### src/rtl/npc_pkg.sv
package npc_pkg;

    localparam int XLEN        = 32;
    localparam int OPC_W       = 6;
    localparam int FN_W        = 6;
    localparam int IMM_W       = 16;
    localparam int JIDX_W      = 26;
    localparam int REG_IDX_W   = 5;
    localparam int REGION_W    = 4;
    localparam int WORD_SHIFT  = 2;
    localparam int INSTR_BYTES = 4;

    localparam int OPC_LSB = XLEN - OPC_W;

    localparam logic [OPC_W-1:0] OPC_REG   = 6'd0;
    localparam logic [OPC_W-1:0] OPC_JUMP  = 6'd2;
    localparam logic [OPC_W-1:0] OPC_CALL  = 6'd3;
    localparam logic [OPC_W-1:0] OPC_BREQ  = 6'd4;
    localparam logic [OPC_W-1:0] OPC_BRNE  = 6'd5;
    localparam logic [FN_W-1:0]  FN_REGJMP = 6'd8;

    localparam logic [REG_IDX_W-1:0] RET_REG = 5'd31;

    typedef enum logic [2:0] {
        FLOW_SEQ,
        FLOW_BREQ,
        FLOW_BRNE,
        FLOW_JUMP,
        FLOW_CALL,
        FLOW_REGJMP
    } flow_e;

    typedef struct packed {
        flow_e              kind;
        logic [IMM_W-1:0]   disp;
        logic [JIDX_W-1:0]  jidx;
    } decoded_t;

    typedef struct packed {
        logic [XLEN-1:0] seq;
        logic [XLEN-1:0] branch;
        logic [XLEN-1:0] direct;
        logic [XLEN-1:0] indirect;
    } cand_t;

    function automatic logic [XLEN-1:0] scaled_disp(input logic [IMM_W-1:0] d);
        logic [XLEN-1:0] ext;
        ext = {{(XLEN-IMM_W){d[IMM_W-1]}}, d};
        return ext << WORD_SHIFT;
    endfunction

    function automatic logic [XLEN-1:0] region_target(input logic [XLEN-1:0] cur,
                                                      input logic [JIDX_W-1:0] idx);
        return {cur[XLEN-1 -: REGION_W], idx, {WORD_SHIFT{1'b0}}};
    endfunction

endpackage

### src/rtl/npc_decode.sv
module npc_decode
    import npc_pkg::*;
(
    input  logic [XLEN-1:0] instr,
    output decoded_t        dec
);

    logic [OPC_W-1:0] opc;
    logic [FN_W-1:0]  fn;

    assign opc = instr[XLEN-1 -: OPC_W];
    assign fn  = instr[FN_W-1:0];

    always_comb begin
        dec.disp = instr[IMM_W-1:0];
        dec.jidx = instr[JIDX_W-1:0];
        dec.kind = FLOW_SEQ;
        unique case (opc)
            OPC_REG:  dec.kind = (fn == FN_REGJMP) ? FLOW_REGJMP : FLOW_SEQ;
            OPC_JUMP: dec.kind = FLOW_JUMP;
            OPC_CALL: dec.kind = FLOW_CALL;
            OPC_BREQ: dec.kind = FLOW_BREQ;
            OPC_BRNE: dec.kind = FLOW_BRNE;
            default:  dec.kind = FLOW_SEQ;
        endcase
    end

endmodule

### src/rtl/npc_targets.sv
module npc_targets
    import npc_pkg::*;
(
    input  logic [XLEN-1:0] pc,
    input  decoded_t        dec,
    input  logic [XLEN-1:0] rs_val,
    output cand_t           cand
);

    logic [XLEN-1:0] seq_addr;

    assign seq_addr = pc + XLEN'(INSTR_BYTES);

    always_comb begin
        cand.seq      = seq_addr;
        cand.branch   = seq_addr + scaled_disp(dec.disp);
        cand.direct   = region_target(pc, dec.jidx);
        cand.indirect = rs_val;
    end

endmodule

### src/rtl/npc_select.sv
module npc_select
    import npc_pkg::*;
(
    input  flow_e           kind,
    input  logic [XLEN-1:0] rs_val,
    input  logic [XLEN-1:0] rt_val,
    input  cand_t           cand,
    output logic [XLEN-1:0] next_pc,
    output logic            is_call
);

    logic same;

    assign same = (rs_val == rt_val);

    always_comb begin
        next_pc = cand.seq;
        is_call = 1'b0;
        unique case (kind)
            FLOW_BREQ:   next_pc = same  ? cand.branch : cand.seq;
            FLOW_BRNE:   next_pc = !same ? cand.branch : cand.seq;
            FLOW_JUMP:   next_pc = cand.direct;
            FLOW_CALL: begin
                next_pc = cand.direct;
                is_call = 1'b1;
            end
            FLOW_REGJMP: next_pc = cand.indirect;
            default:     next_pc = cand.seq;
        endcase
    end

endmodule

### src/rtl/npc_unit.sv
module npc_unit
    import npc_pkg::*;
#(
    parameter logic [XLEN-1:0] START_ADDR = 32'h0040_0000
) (
    input  logic                 clk,
    input  logic                 rst,
    input  logic                 stall,
    input  logic [XLEN-1:0]      instr,
    input  logic [XLEN-1:0]      rs_val,
    input  logic [XLEN-1:0]      rt_val,
    output logic [XLEN-1:0]      pc,
    output logic                 link_we,
    output logic [REG_IDX_W-1:0] link_idx,
    output logic [XLEN-1:0]      link_data
);

    logic [XLEN-1:0] pc_q;
    logic [XLEN-1:0] next_pc;
    logic            is_call;
    decoded_t        dec;
    cand_t           cand;

    npc_decode u_decode (
        .instr (instr),
        .dec   (dec)
    );

    npc_targets u_targets (
        .pc     (pc_q),
        .dec    (dec),
        .rs_val (rs_val),
        .cand   (cand)
    );

    npc_select u_select (
        .kind    (dec.kind),
        .rs_val  (rs_val),
        .rt_val  (rt_val),
        .cand    (cand),
        .next_pc (next_pc),
        .is_call (is_call)
    );

    always_ff @(posedge clk) begin
        if (rst) begin
            pc_q <= START_ADDR;
        end else if (!stall) begin
            pc_q <= next_pc;
        end
    end

    assign pc        = pc_q;
    assign link_we   = is_call && !stall && !rst;
    assign link_idx  = RET_REG;
    assign link_data = cand.seq;

endmodule

### config.mk
export PLATFORM = sky130hd
export DESIGN_NAME = npc_unit
export DESIGN_NICKNAME = d
export VERILOG_FILES = /design/src/rtl/npc_pkg.sv /design/src/rtl/npc_decode.sv /design/src/rtl/npc_targets.sv /design/src/rtl/npc_select.sv /design/src/rtl/npc_unit.sv
export SDC_FILE = /design/constraint.sdc
export NUM_CORES = 1
export LEC_CHECK = 0
export ABC_AREA = 0
export CAP_MARGIN = 20
export CORE_UTILIZATION = 35
export CTS_BUF_LIST = sky130_fd_sc_hd__clkbuf_16
export DETAILED_ROUTE_END_ITERATION = 6
export HOLD_SLACK_MARGIN = 0.1
export PLACE_DENSITY = 0.78
export SLEW_MARGIN = 20
export SYNTH_ARGS = -nofsm -noshare
export SYNTH_HDL_FRONTEND = slang
export SYNTH_SLANG_ARGS = --single-unit
### constraint.sdc
create_clock -name clk -period 8.91 [get_ports clk]
set_input_delay 1.782 -clock clk [delete_from_list [all_inputs] [get_ports clk]]
set_output_delay 1.782 -clock clk [all_outputs]
set_load 0.01 [all_outputs]
## Word level (Yosys, flattened, before mapping)

Cells that the tools add are included.
Widths: inputs -> output; s select.

- Register bits after elaboration: 32
- Input bits: 99
- Output and inout port bits: 70
- Word-level logic and storage cells: 30

- Add/subtract/negate cells: 2
- Equal/unequal tests: 11
- Mux-type cells: 6
- Bitwise gates (word level): 2
- Reductions and logical operators: 7

Operator list:

| operator | count |
|---|---|
| $pmux 32 s4 | 1 |
| $mux 32 | 2 |
| $add 32x3->32 const B | 1 |
| $add 32x32->32 | 1 |
| $eq 32x32->1 | 1 |
| $pmux 3 s5 | 1 |
| $eq 6x2->1 const B | 2 |
| $eq 6x3->1 const B | 2 |
| $eq 3x2->1 const B | 2 |
| $eq 3x3->1 const B | 2 |
| $eq 6x4->1 const B | 1 |
| $logic_not 6->1 | 1 |
| $eq 3x1->1 const B | 1 |
| $mux 3 | 1 |
| $logic_and 1x1->1 | 2 |
| $logic_not 1->1 | 2 |
| $not 1->1 | 2 |
| $reduce_and 2->1 | 1 |
| $reduce_or 2->1 | 1 |
| $mux 1 | 1 |

## Longest topological paths before layout

Gate-level depths: netlist of run 1.

- Depth in word-level cells: 7
- Depth in mapped cells: 16
- Mapped depth without buffers: 16

## Cells and area by module

From an unflattened synthesis of run 1, not the netlist that was laid out.

- Cell total of the unflattened synthesis: 704
- Area total of the unflattened synthesis: 5650.4 µm²

By module, submodules not included:

| module | instances | cells an instance | area an instance (µm²) | sequential area each (µm²) |
|---|---|---|---|---|
| npc_targets | 1 | 399 | 2826.5 | 0.0 |
| npc_unit | 1 | 111 | 1221.2 | 640.6 |
| npc_select | 1 | 140 | 1192.4 | 0.0 |
| npc_decode | 1 | 54 | 410.4 | 0.0 |

## Least setup slack after synthesis of run 1

Ideal clock, no wire load.

- Path type: input-to-output
- Start point: in instr[29]
- End point: out link_we
- Arrival: 3.050 ns
- Required time: 7.128 ns
- Setup slack: 4.078 ns
- Cell stages on the path: 5
- Buffers on the path: 2
- Cells stage by stage: nor4_1 and2_1 clkbuf_1 clkbuf_1 and3_1

- Cells in the longest elaborated chain, start to end: 6
- Elaborated cells between the ends (all ways): 10
- Classes of those cells: eq/ne: 5; mux: 2; reduce/logical: 3

Ends and longest elaborated chain:

| what | line | text |
|---|---|---|
| start, declared | npc_unit.sv:9 | `input logic [XLEN-1:0] instr,` |
| $eq 6x3->1, or another cell as far along | npc_decode.sv:18 | `unique case (opc)` |
| $pmux 3 s5 * | npc_decode.sv:18 |  |
| $eq 3x3->1 * | npc_select.sv:19 | `unique case (kind)` |
| $mux 1 * | npc_select.sv:19 |  |
| $logic_and 1x1->1 * (2 in a row) | npc_unit.sv:54 | `assign link_we = is_call && !stall && !rst;` |
| end, declared | npc_unit.sv:13 | `output logic link_we,` |

Every way passes the cells marked *; elsewhere a longest branch is shown, timed or not.

## Worst setup path after layout of run 1

- Start point: in instr[28]
- End point: out link_we

The elaborated chain is that of the path after synthesis.

==> results of run 1 <==
==> report_power, final <==
part / internal (W) / switching [W] / total [W]
Clock: 0.0000988 / 0.0000620 / 0.000161
Sequential: 0.000152 / 0.0000135 / 0.000166
Combinational: 0.000150 / 0.000146 / 0.000296
==> metrics by stage <==
stage / total power (W) / utilization [%] / area [um^2] / hold WS [ns] / std cells
floorplan: 0.000330 / - / 4320 / 0.507 / 561
global placement: 0.000455 / 50.0 / 6010 / 0.481 / 842
detailed placement: 0.000459 / 50.0 / 6010 / 0.500 / 842
CTS: 0.000620 / 51.0 / 6130 / 0.506 / 847
global route: 0.000655 / 51.1 / 6140 / 0.535 / 847
finish: 0.000622 / 51.1 / 6140 / 0.503 / 847
==> Yosys cell counts (all sizes together) (6+ instances only) <==
cell type,number,area [um^2]
nand2,34,128
nand4,17,128
ha,35,438
a21oi,41,205
xor2,13,121
o21ai,18,90.1
xnor2,75,664
nor2b,6,37.5
or3,8,55.1
nand3,18,95.1
a221oi,32,280
a21o,18,135
nor2,34,133
nor3,19,100
a221o,18,180
buf,14,86.3
and3,9,61.3
a211oi,10,75.1
dfxtp,32,641
a31oi,8,50.1
inv,27,101
clkbuf,19,71.3
==> worst paths after layout <==
check / slack [ns] / cells after the start / from / to
worst max-delay path: 3.28 / 6 / instr[28] / link_we
worst min-delay path: 0.50 / 2 / pc[1]$_SDFFE_PP0P_ / pc[1]$_SDFFE_PP0P_
worst max register to register: 4.62 / 16 / pc[4]$_SDFFE_PP0N_ / pc[31]$_SDFFE_PP0P_
worst min register to register: 0.50 / 2 / pc[1]$_SDFFE_PP0P_ / pc[1]$_SDFFE_PP0P_
==> critical path, cell delays in order <==
cell and delay, ns:
clkdlybuf4s50_1 0.45, nor4_1 0.33, and2_1 0.17, buf_4 0.35, and3_1 0.23, clkdlybuf4s50_1 0.53
==> cell families (layout without fill, tap and decap cells) <==
logic type               after synthesis  in the layout  synth area share, %
AO/OA/AOI/OAI                        172            172                 28.6
XOR/XNOR                              88             88                 18.3
adder cells (fa/ha/maj)               36             36                 10.6
buffers and inverters                 60            199                 6.02
flip-flops                            32             32                 14.9
multiplexers                           1              1                0.262
other                                  1              5               0.0872
AND/OR/NAND/NOR                      167            167                 21.2
==> final cells by class <==
type | count | area [um^2]
Inverter | 27 | 101
Timing Repair Buffer | 167 | 1660
Tap cell | 147 | 184
Sequential cell | 32 | 641
Clock buffer | 5 | 125
Fill cell | 1159 | 5880
Multi-Input combinational cell | 469 | 3420
==> per-layer routing <==
metal | part of all wire (%) | GRT usage (%) | wire length [um] | vias up
li1 | - | - | - | 2383
met1 | 42 | 32.7 | 6900 | 2411
met5 | 0 | 0 | 0 | -
met4 | 3.3 | 9.74 | 537 | 0
met2 | 45 | 41.7 | 7340 | 313
met3 | 9.2 | 4.66 | 1500 | 45
==> metrics.md, run 1 <==
| Metric | Value |
|---|---|
| CTS Sinks | 32 |
| Lkg Pwr | 2.36 nW |
| Max-slew violation count | 0 |
| Die Span Y | 113 um |
| All-Layer GR Usage | 25.3% |
| Cell variety after synth | 60 |
| Congestion Overflow GR | 0 |
| Via count | 5,152 |
| Max reg flops | 32 |
| #FFs+latches synth | 32 |
| Outcome | finished, final reports clean |
| CTS Hold Bufs | 0 |
| Worst Path Max Fanout | 31 |
| Setup CP Type | in -> out |
| Worst setup margin | 3.28 ns |
| Clock Skew | 0.00581 ns |
| Fin nets | 837 |
| DRT iter0 DRCs | 352 |
| IO Pins | 169 |
| Crit end category | output pin |
| Syn-to-layout area delta | 42.6% |
| Final hold violation count | 0 |
| Clock tree from TritonCTS | done |
| Num rows | 40 |
| Vias in the first global route | 5,002 |
| H-tree lvl count | 2 |
| CTS buffer count | 5 |
| Clk pin slew, worst setup/hold paths | 0.05 ns |
| Sum Neg Setup Slack | 0 ns |
| Largest net degree at the start of global routing | 47 |
| Yosys warns | 0 |
| Post-Route WL | 16,300 um |
| Die W | 113 um |
| CTS max path bufs | 2 |
| Antenna violations before repair | 0 |
| Placer Congestion | 0.958 |
| Synth Flop Type | dfxtp_1 |
| Fraction of layout cells with a size suffix above 1 | 3.14% |
| RSZ-0062 raised after global routing | false |
| Initial Utilization | 35.8% |
| Arrival @ worst endpoint | 3.85 ns |
| Pre-CTS setup slack | 3.31 ns |
| WP data required | 7.13 ns |
| Die area | 12,700 um^2 |
| Cells after Synth | 557 |
| Post-synthesis sequential area ratio | 14.9% |
| Commonest non-fill, non-tap cell in the layout | clkdlybuf4s50_1 |
| WL/cell | 19.2 um |
| Detailed-route DRC error count | 0 |
| Clock root buffer | clkbuf_16 |
| N_diodes | 0 |
| Max frequency | 178 MHz |
| Hold WC Path Type | reg -> reg |
| Worst slew margin | 30.6% |
| Setup violators final | 0 |
| Hpwl dp | 12,900 um |
| Post-synth EDFFs | 0 |
| Worst slew pin tran | 1.04 ns |
| Core area | 12,000 um^2 |
| # port buffers | 163 |
| Pre-antenna DRT Iters | 6 |
| Syn Area/Cell | 7.73 um^2 |
| Routed vias/inst | 6.08 |
| Most frequent cells in the layout | clkdlybuf4s50_1, xnor2_1, a21oi_1 |
| Asr flop ratio synth | 0% |
| Resize count post-CTS | 0 |
| Setup bufs post-CTS | 0 |
| # Max-Cap Violations | 0 |
| Worst skew pair latency | 0.28 ns |
| ANT nets after route | 0 |
| Global-route wire length before repair | 25,500 um |
| Synth Cell Area | 4300 um^2 |
| Tmin final | 5.63 ns |
| VDD IR max | 0.0000879 V |
| CP Launch Type | primary input |
| Final Cycle Share | 63.2% |
| P per Cell Area | 101 nW/um^2 |
(Power assumes the default switching activity.)
==> run 2, diff against run 1 <==
clock period = 5.25 ns   (was 8.91 ns; I/O delays follow)
==> run 2 against run 1 <==
Against the previous run:
- sequential power increased by 70%
- total power is 72% higher
- worst hold slack improved by 0.0080 ns
- utilization rose by 0.27 points
- setup slack worse by 2.2 ns
- final area up 0.53%
- flip-flop and latch count unchanged
- die area is the same
- clock skew down 0.0016 ns
- clock power rose by 75%
==> metrics.md, run 2 (same netlist as run 1, synthesis figures left out) <==
| Metric | Value |
|---|---|
| Commonest non-fill, non-tap cell in the layout | clkdlybuf4s50_1 |
| CTS max path bufs | 2 |
| Initial Utilization | 35.8% |
| Worst skew pair latency | 0.28 ns |
| Die W | 113 um |
| Resize count post-CTS | 0 |
| All-Layer GR Usage | 25.8% |
| # Max-Cap Violations | 0 |
| Worst hold stages | 2 |
| WP data required | 4.20 ns |
| CTS Hold Bufs | 0 |
| Global-route wire length before repair | 25,800 um |
| FF-to-FF path depth | 16 |
| Routed vias/inst | 5.98 |
| Hpwl dp | 13,300 um |
| ANT nets after route | 0 |
| P per Cell Area | 173 nW/um^2 |
| Worst Path Max Fanout | 6 |
| Syn-to-layout area delta | 43.4% |
| Final hold violation count | 0 |
| Sum Neg Setup Slack | 0 ns |
| Clk pin slew, worst setup/hold paths | 0.06 ns |
| Clock Skew | 0.00419 ns |
| Post-Route WL | 16,800 um |
| Worst slew pin tran | 0.818 ns |
| Setup CP Type | reg -> out |
| Congestion Overflow GR | 0 |
| Via count | 5,103 |
| Worst hold slack | 0.511 ns |
| N_diodes | 0 |
| Max reg flops | 32 |
| Setup violators final | 0 |
| Arrival @ worst endpoint | 3.14 ns |
| Detailed-route DRC error count | 0 |
| Outcome | finished, final reports clean |
| FILL cells | 1,196 |
| H-tree lvl count | 2 |
| CTS Sinks | 32 |
| Fraction of layout cells with a size suffix above 1 | 3.68% |
| CP Launch Type | flip-flop |
| Max-slew violation count | 0 |
| DRT iter0 DRCs | 413 |
| Vias in the first global route | 4,941 |
| Fin nets | 841 |
| Num rows | 40 |
| Worst slew margin | 45.3% |
| Final Cycle Share | 79.7% |
| Lkg Pwr | 2.38 nW |
| Most frequent cells in the layout | clkdlybuf4s50_1, xnor2_1, a21oi_1 |
| Hold endpoint | pc[0]$_SDFFE_PP0P_ |
| Crit end category | output pin |
| Critical R2R Capture | pc[31]$_SDFFE_PP0P_ |
| Setup bufs post-CTS | 0 |
| RSZ-0062 raised after global routing | false |
| WL/cell | 19.6 um |
| Max frequency | 239 MHz |
| Clock tree from TritonCTS | done |
| Hold WC Path Type | reg -> reg |
| CTS buffer count | 5 |
| Crit Reg-Reg Startpoint | pc[11]$_SDFFE_PP0N_ |
| Worst hold start | pc[0]$_SDFFE_PP0P_ |
| Tmin final | 4.19 ns |
| Die Span Y | 113 um |
| Clock root buffer | clkbuf_16 |
| Core area | 12,000 um^2 |
| IO Pins | 169 |
| Antenna violations before repair | 0 |
| Largest net degree at the start of global routing | 46 |
| Pre-antenna DRT Iters | 5 |
| Setup slack, reg-to-reg | 1.07 ns |
| # port buffers | 163 |
| Die area | 12,700 um^2 |
| VDD IR max | 0.000128 V |
| Placer Congestion | 0.922 |
[run 2: layout make-up]
class / instances / area [um^2] / share of cell area (%)
sequential: 32 / 641 / 10.4
timing repair buffer: 171 / 1690 / 27.4
clock buffer: 5 / 125 / 2.03
inverter: 27 / 101 / 1.64
tap: 147 / 184 / 2.98
multi-input combinational: 469 / 3420 / 55.4
clock inverter: 2 / 7.51 / 0.122
[run 2: metal layers]
layer / GRT usage, % / vias to the layer above / wire [um]
li1: - / 2386 / -
met1: 33.7 / 2397 / 6970
met2: 42.1 / 290 / 7710
met3: 4.82 / 30 / 1590
met4: 9.74 / 0 / 482
met5: 0 / - / 0
[run 2: critical path, cell delays in order, from the launching register on]
cell and delay (ns):
dfxtp_1 0.48, nand4_2 0.21, nor3_1 0.30, nand4_1 0.39, nor3_1 0.34, nand2_1 0.11
xnor2_1 0.40, clkdlybuf4s50_1 0.62
[run 2: per-stage QoR]
step | std cells | total power, W | area [um^2] | setup WS, ns | utilization [%]
floorplan | 561 | 0.000559 | 4320 | 1.69 | -
finish | 853 | 0.00107 | 6170 | 1.06 | 51.4
global placement | 846 | 0.000776 | 6040 | 1.08 | 50.2
CTS | 853 | 0.00106 | 6170 | 1.15 | 51.4
global route | 853 | 0.00112 | 6170 | 0.853 | 51.4
detailed placement | 846 | 0.000782 | 6040 | 0.966 | 50.2
[run 2: power by group]
group	total, W	leakage [nW]	internal [W]	switching, W
sequential	0.000282	0.264	0.000258	0.0000234
clock	0.000282	0.0648	0.000170	0.000112
combinational	0.000505	2.05	0.000255	0.000249
total	0.00107	2.38	0.000683	0.000384
[run 2: worst max-delay path by stage]
stage	startpoint	endpoint	slack, ns	cells past startpoint
3_3_place_gp	instr[15]	pc[31]$_SDFFE_PP0P_	1.08	11
3_5_place_dp	instr[15]	pc[31]$_SDFFE_PP0P_	0.97	11
6_report	pc[11]$_SDFFE_PP0N_	link_data[27]	1.06	7
2_1_floorplan	pc[4]$_SDFFE_PP0N_	pc[28]$_SDFFE_PP0P_	1.69	15
4_1_cts	pc[11]$_SDFFE_PP0N_	link_data[27]	1.15	7
5_1_grt	pc[4]$_SDFFE_PP0N_	pc[29]$_SDFFE_PP0P_	0.85	15
==> run 3, diff against run 2 <==
clock period = 4.15 ns   (was 5.25 ns; I/O delays follow)
==> run 3 against run 2 <==
Against the previous run:
- setup slack lost 0.83 ns
- first-iteration DRC count grew 12%
- die area is the same
- global-route usage grew 0.84 points
- count of clock-buffer cells in the layout is the same
- utilization grew 0.90 points
- critical path type is now reg -> reg
- largest power group unchanged
==> metrics.md, run 3 (same netlist as run 1, synthesis figures left out) <==
| Metric | Value |
|---|---|
| Outcome | finished, final reports clean |
| Most frequent cells in the layout | clkdlybuf4s50_1, xnor2_1, a21oi_1 |
| Arrival @ worst endpoint | 4.11 ns |
| Crit end category | flip-flop |
| Worst skew pair latency | 0.28 ns |
| Placer Congestion | 0.924 |
| Max-slew violation count | 0 |
| Worst slew margin | 55.4% |
| All-Layer GR Usage | 26.6% |
| Commonest non-fill, non-tap cell in the layout | clkdlybuf4s50_1 |
| Final hold violation count | 0 |
| CTS Sinks | 32 |
| Vias in the first global route | 5,051 |
| # port buffers | 163 |
| Hold endpoint | pc[1]$_SDFFE_PP0P_ |
| CTS max path bufs | 2 |
| CTS buffer count | 5 |
| Die W | 113 um |
| Global-route wire length before repair | 26,500 um |
| Setup slack, reg-to-reg | 0.24 ns |
| Setup violators final | 0 |
| Crit Reg-Reg Startpoint | pc[5]$_SDFFE_PP0N_ |
| H-tree lvl count | 2 |
| N_diodes | 0 |
| IO Pins | 169 |
| Fraction of layout cells with a size suffix above 1 | 6.01% |
| Max reg flops | 32 |
| ANT nets after route | 0 |
| DRT iter0 DRCs | 464 |
| Largest net degree at the start of global routing | 46 |
| P per Cell Area | 219 nW/um^2 |
| Area after DPL | 6100 um^2 |
| Finished Layout Cells | 862 |
| Core area | 12,000 um^2 |
| Worst hold start | pc[1]$_SDFFE_PP0P_ |
| CP Launch Type | flip-flop |
| Initial Utilization | 35.8% |
| Clock root buffer | clkbuf_16 |
| Dpl cells | 854 |
| CTS Hold Bufs | 0 |
| Max frequency | 256 MHz |
| Die Span Y | 113 um |
| Final Instance Area | 6280 um^2 |
| Lkg Pwr | 2.44 nW |
| Final Cycle Share | 94.3% |
| Via count | 5,130 |
| Sum Neg Setup Slack | 0 ns |
| WL/cell | 19.9 um |
| Hold WC Path Type | reg -> reg |
| PnR Total Power | 0.00138 W |
| Routed vias/inst | 5.95 |
| # Max-Cap Violations | 0 |
| Hpwl dp | 13,600 um |
| Congestion Overflow GR | 0 |
| Worst hold stages | 2 |
| Final core occ | 52.3% |
| Fin nets | 849 |
| RSZ-0062 raised after global routing | false |
| Detailed-route DRC error count | 0 |
| Clock tree from TritonCTS | done |
| Tmin final | 3.91 ns |
| VDD IR max | 0.000163 V |
| Clock Skew | 0.00444 ns |
| Die area | 12,700 um^2 |
| Worst slew pin tran | 0.669 ns |
| Antenna violations before repair | 0 |
| Critical R2R Capture | pc[29]$_SDFFE_PP0P_ |
| Clk pin slew, worst setup/hold paths | 0.06 ns |
| WP data required | 4.35 ns |
| Num rows | 40 |
| FF-to-FF path depth | 15 |
| Worst Setup SP | pc[5]$_SDFFE_PP0N_ |
| Post-Route WL | 17,100 um |
| Syn-to-layout area delta | 45.9% |
| Pre-antenna DRT Iters | 5 |
| Setup CP Type | reg -> reg |
| Worst Path Max Fanout | 8 |
## run 3: changes by cell type in the layout (fill, tap and decap cells not counted), moves of 2 or more
cell and change:
buf_4 +8, a21oi_1 -2, a21oi_2 +2, clkinv_2 +2, xnor2_1 -2, xnor2_2 +2
## run 3: what timing repair did
item	CTS	global route
endpoints found under the hold margin	0	0
endpoints found under the setup margin	0	6
gates resized for setup	0	9
setup buffers	0	0
## run 3: per-layer routing
metal	track usage, %	wire length [um]	up-vias
met4	8.95	423	0
met2	44.0	8030	273
met1	35.4	7270	2414
met3	3.96	1400	38
li1	-	-	2405
met5	0	0	-
## run 3: worst max-delay path: stages (launching register included)
cell and delay, ns:
dfxtp_1 0.42, and4_1 0.26, and3_4 0.23, nand4_4 0.26
nor2b_1 0.22, xor2_1 0.32, ha_1 0.36, and4_1 0.28
a21oi_1 0.14, o21ai_1 0.18, a31oi_1 0.21, o21ai_1 0.13
a21oi_1 0.28, o21ai_0 0.17, xnor2_1 0.16, o31ai_1 0.19
## run 3: final cells by class
| cell class | count | area (um^2) |
|---|---|---|
| fillers | 1161 | 5740 |
| clock inverters | 3 | 13.8 |
| well taps | 147 | 184 |
| multi-input cells | 469 | 3460 |
| flip-flops and latches | 32 | 641 |
| repair buffers | 179 | 1750 |
| clock buffers | 5 | 125 |
| inverters | 27 | 101 |
## run 3: metrics by stage
step                      hold slack [ns]  setup slack [ns]
after global placement              0.475            0.0917
after CTS                           0.500            0.0304
after floorplan                     0.507             0.591
final                               0.500             0.238
after global routing                0.532          0.000504
after detailed placement            0.492            0.0631
## run 3: worst max-delay path by stage
| stage | endpoint | slack (ns) | cells after the start |
|---|---|---|---|
| after floorplan | pc[28]$_SDFFE_PP0P_ | 0.59 | 15 |
| after global placement | pc[31]$_SDFFE_PP0P_ | 0.09 | 15 |
| after detailed placement | pc[31]$_SDFFE_PP0P_ | 0.06 | 16 |
| after CTS | pc[31]$_SDFFE_PP0P_ | 0.03 | 16 |
| after global routing | pc[25]$_SDFFE_PP0N_ | 0.0005 | 15 |
| final | pc[29]$_SDFFE_PP0P_ | 0.24 | 15 |
## run 3: report_power, final
part,internal (W),total (W),switching [W]
combinational,0.000330,0.000654,0.000324
clock,0.000218,0.000366,0.000148
sequential,0.000327,0.000355,0.0000282
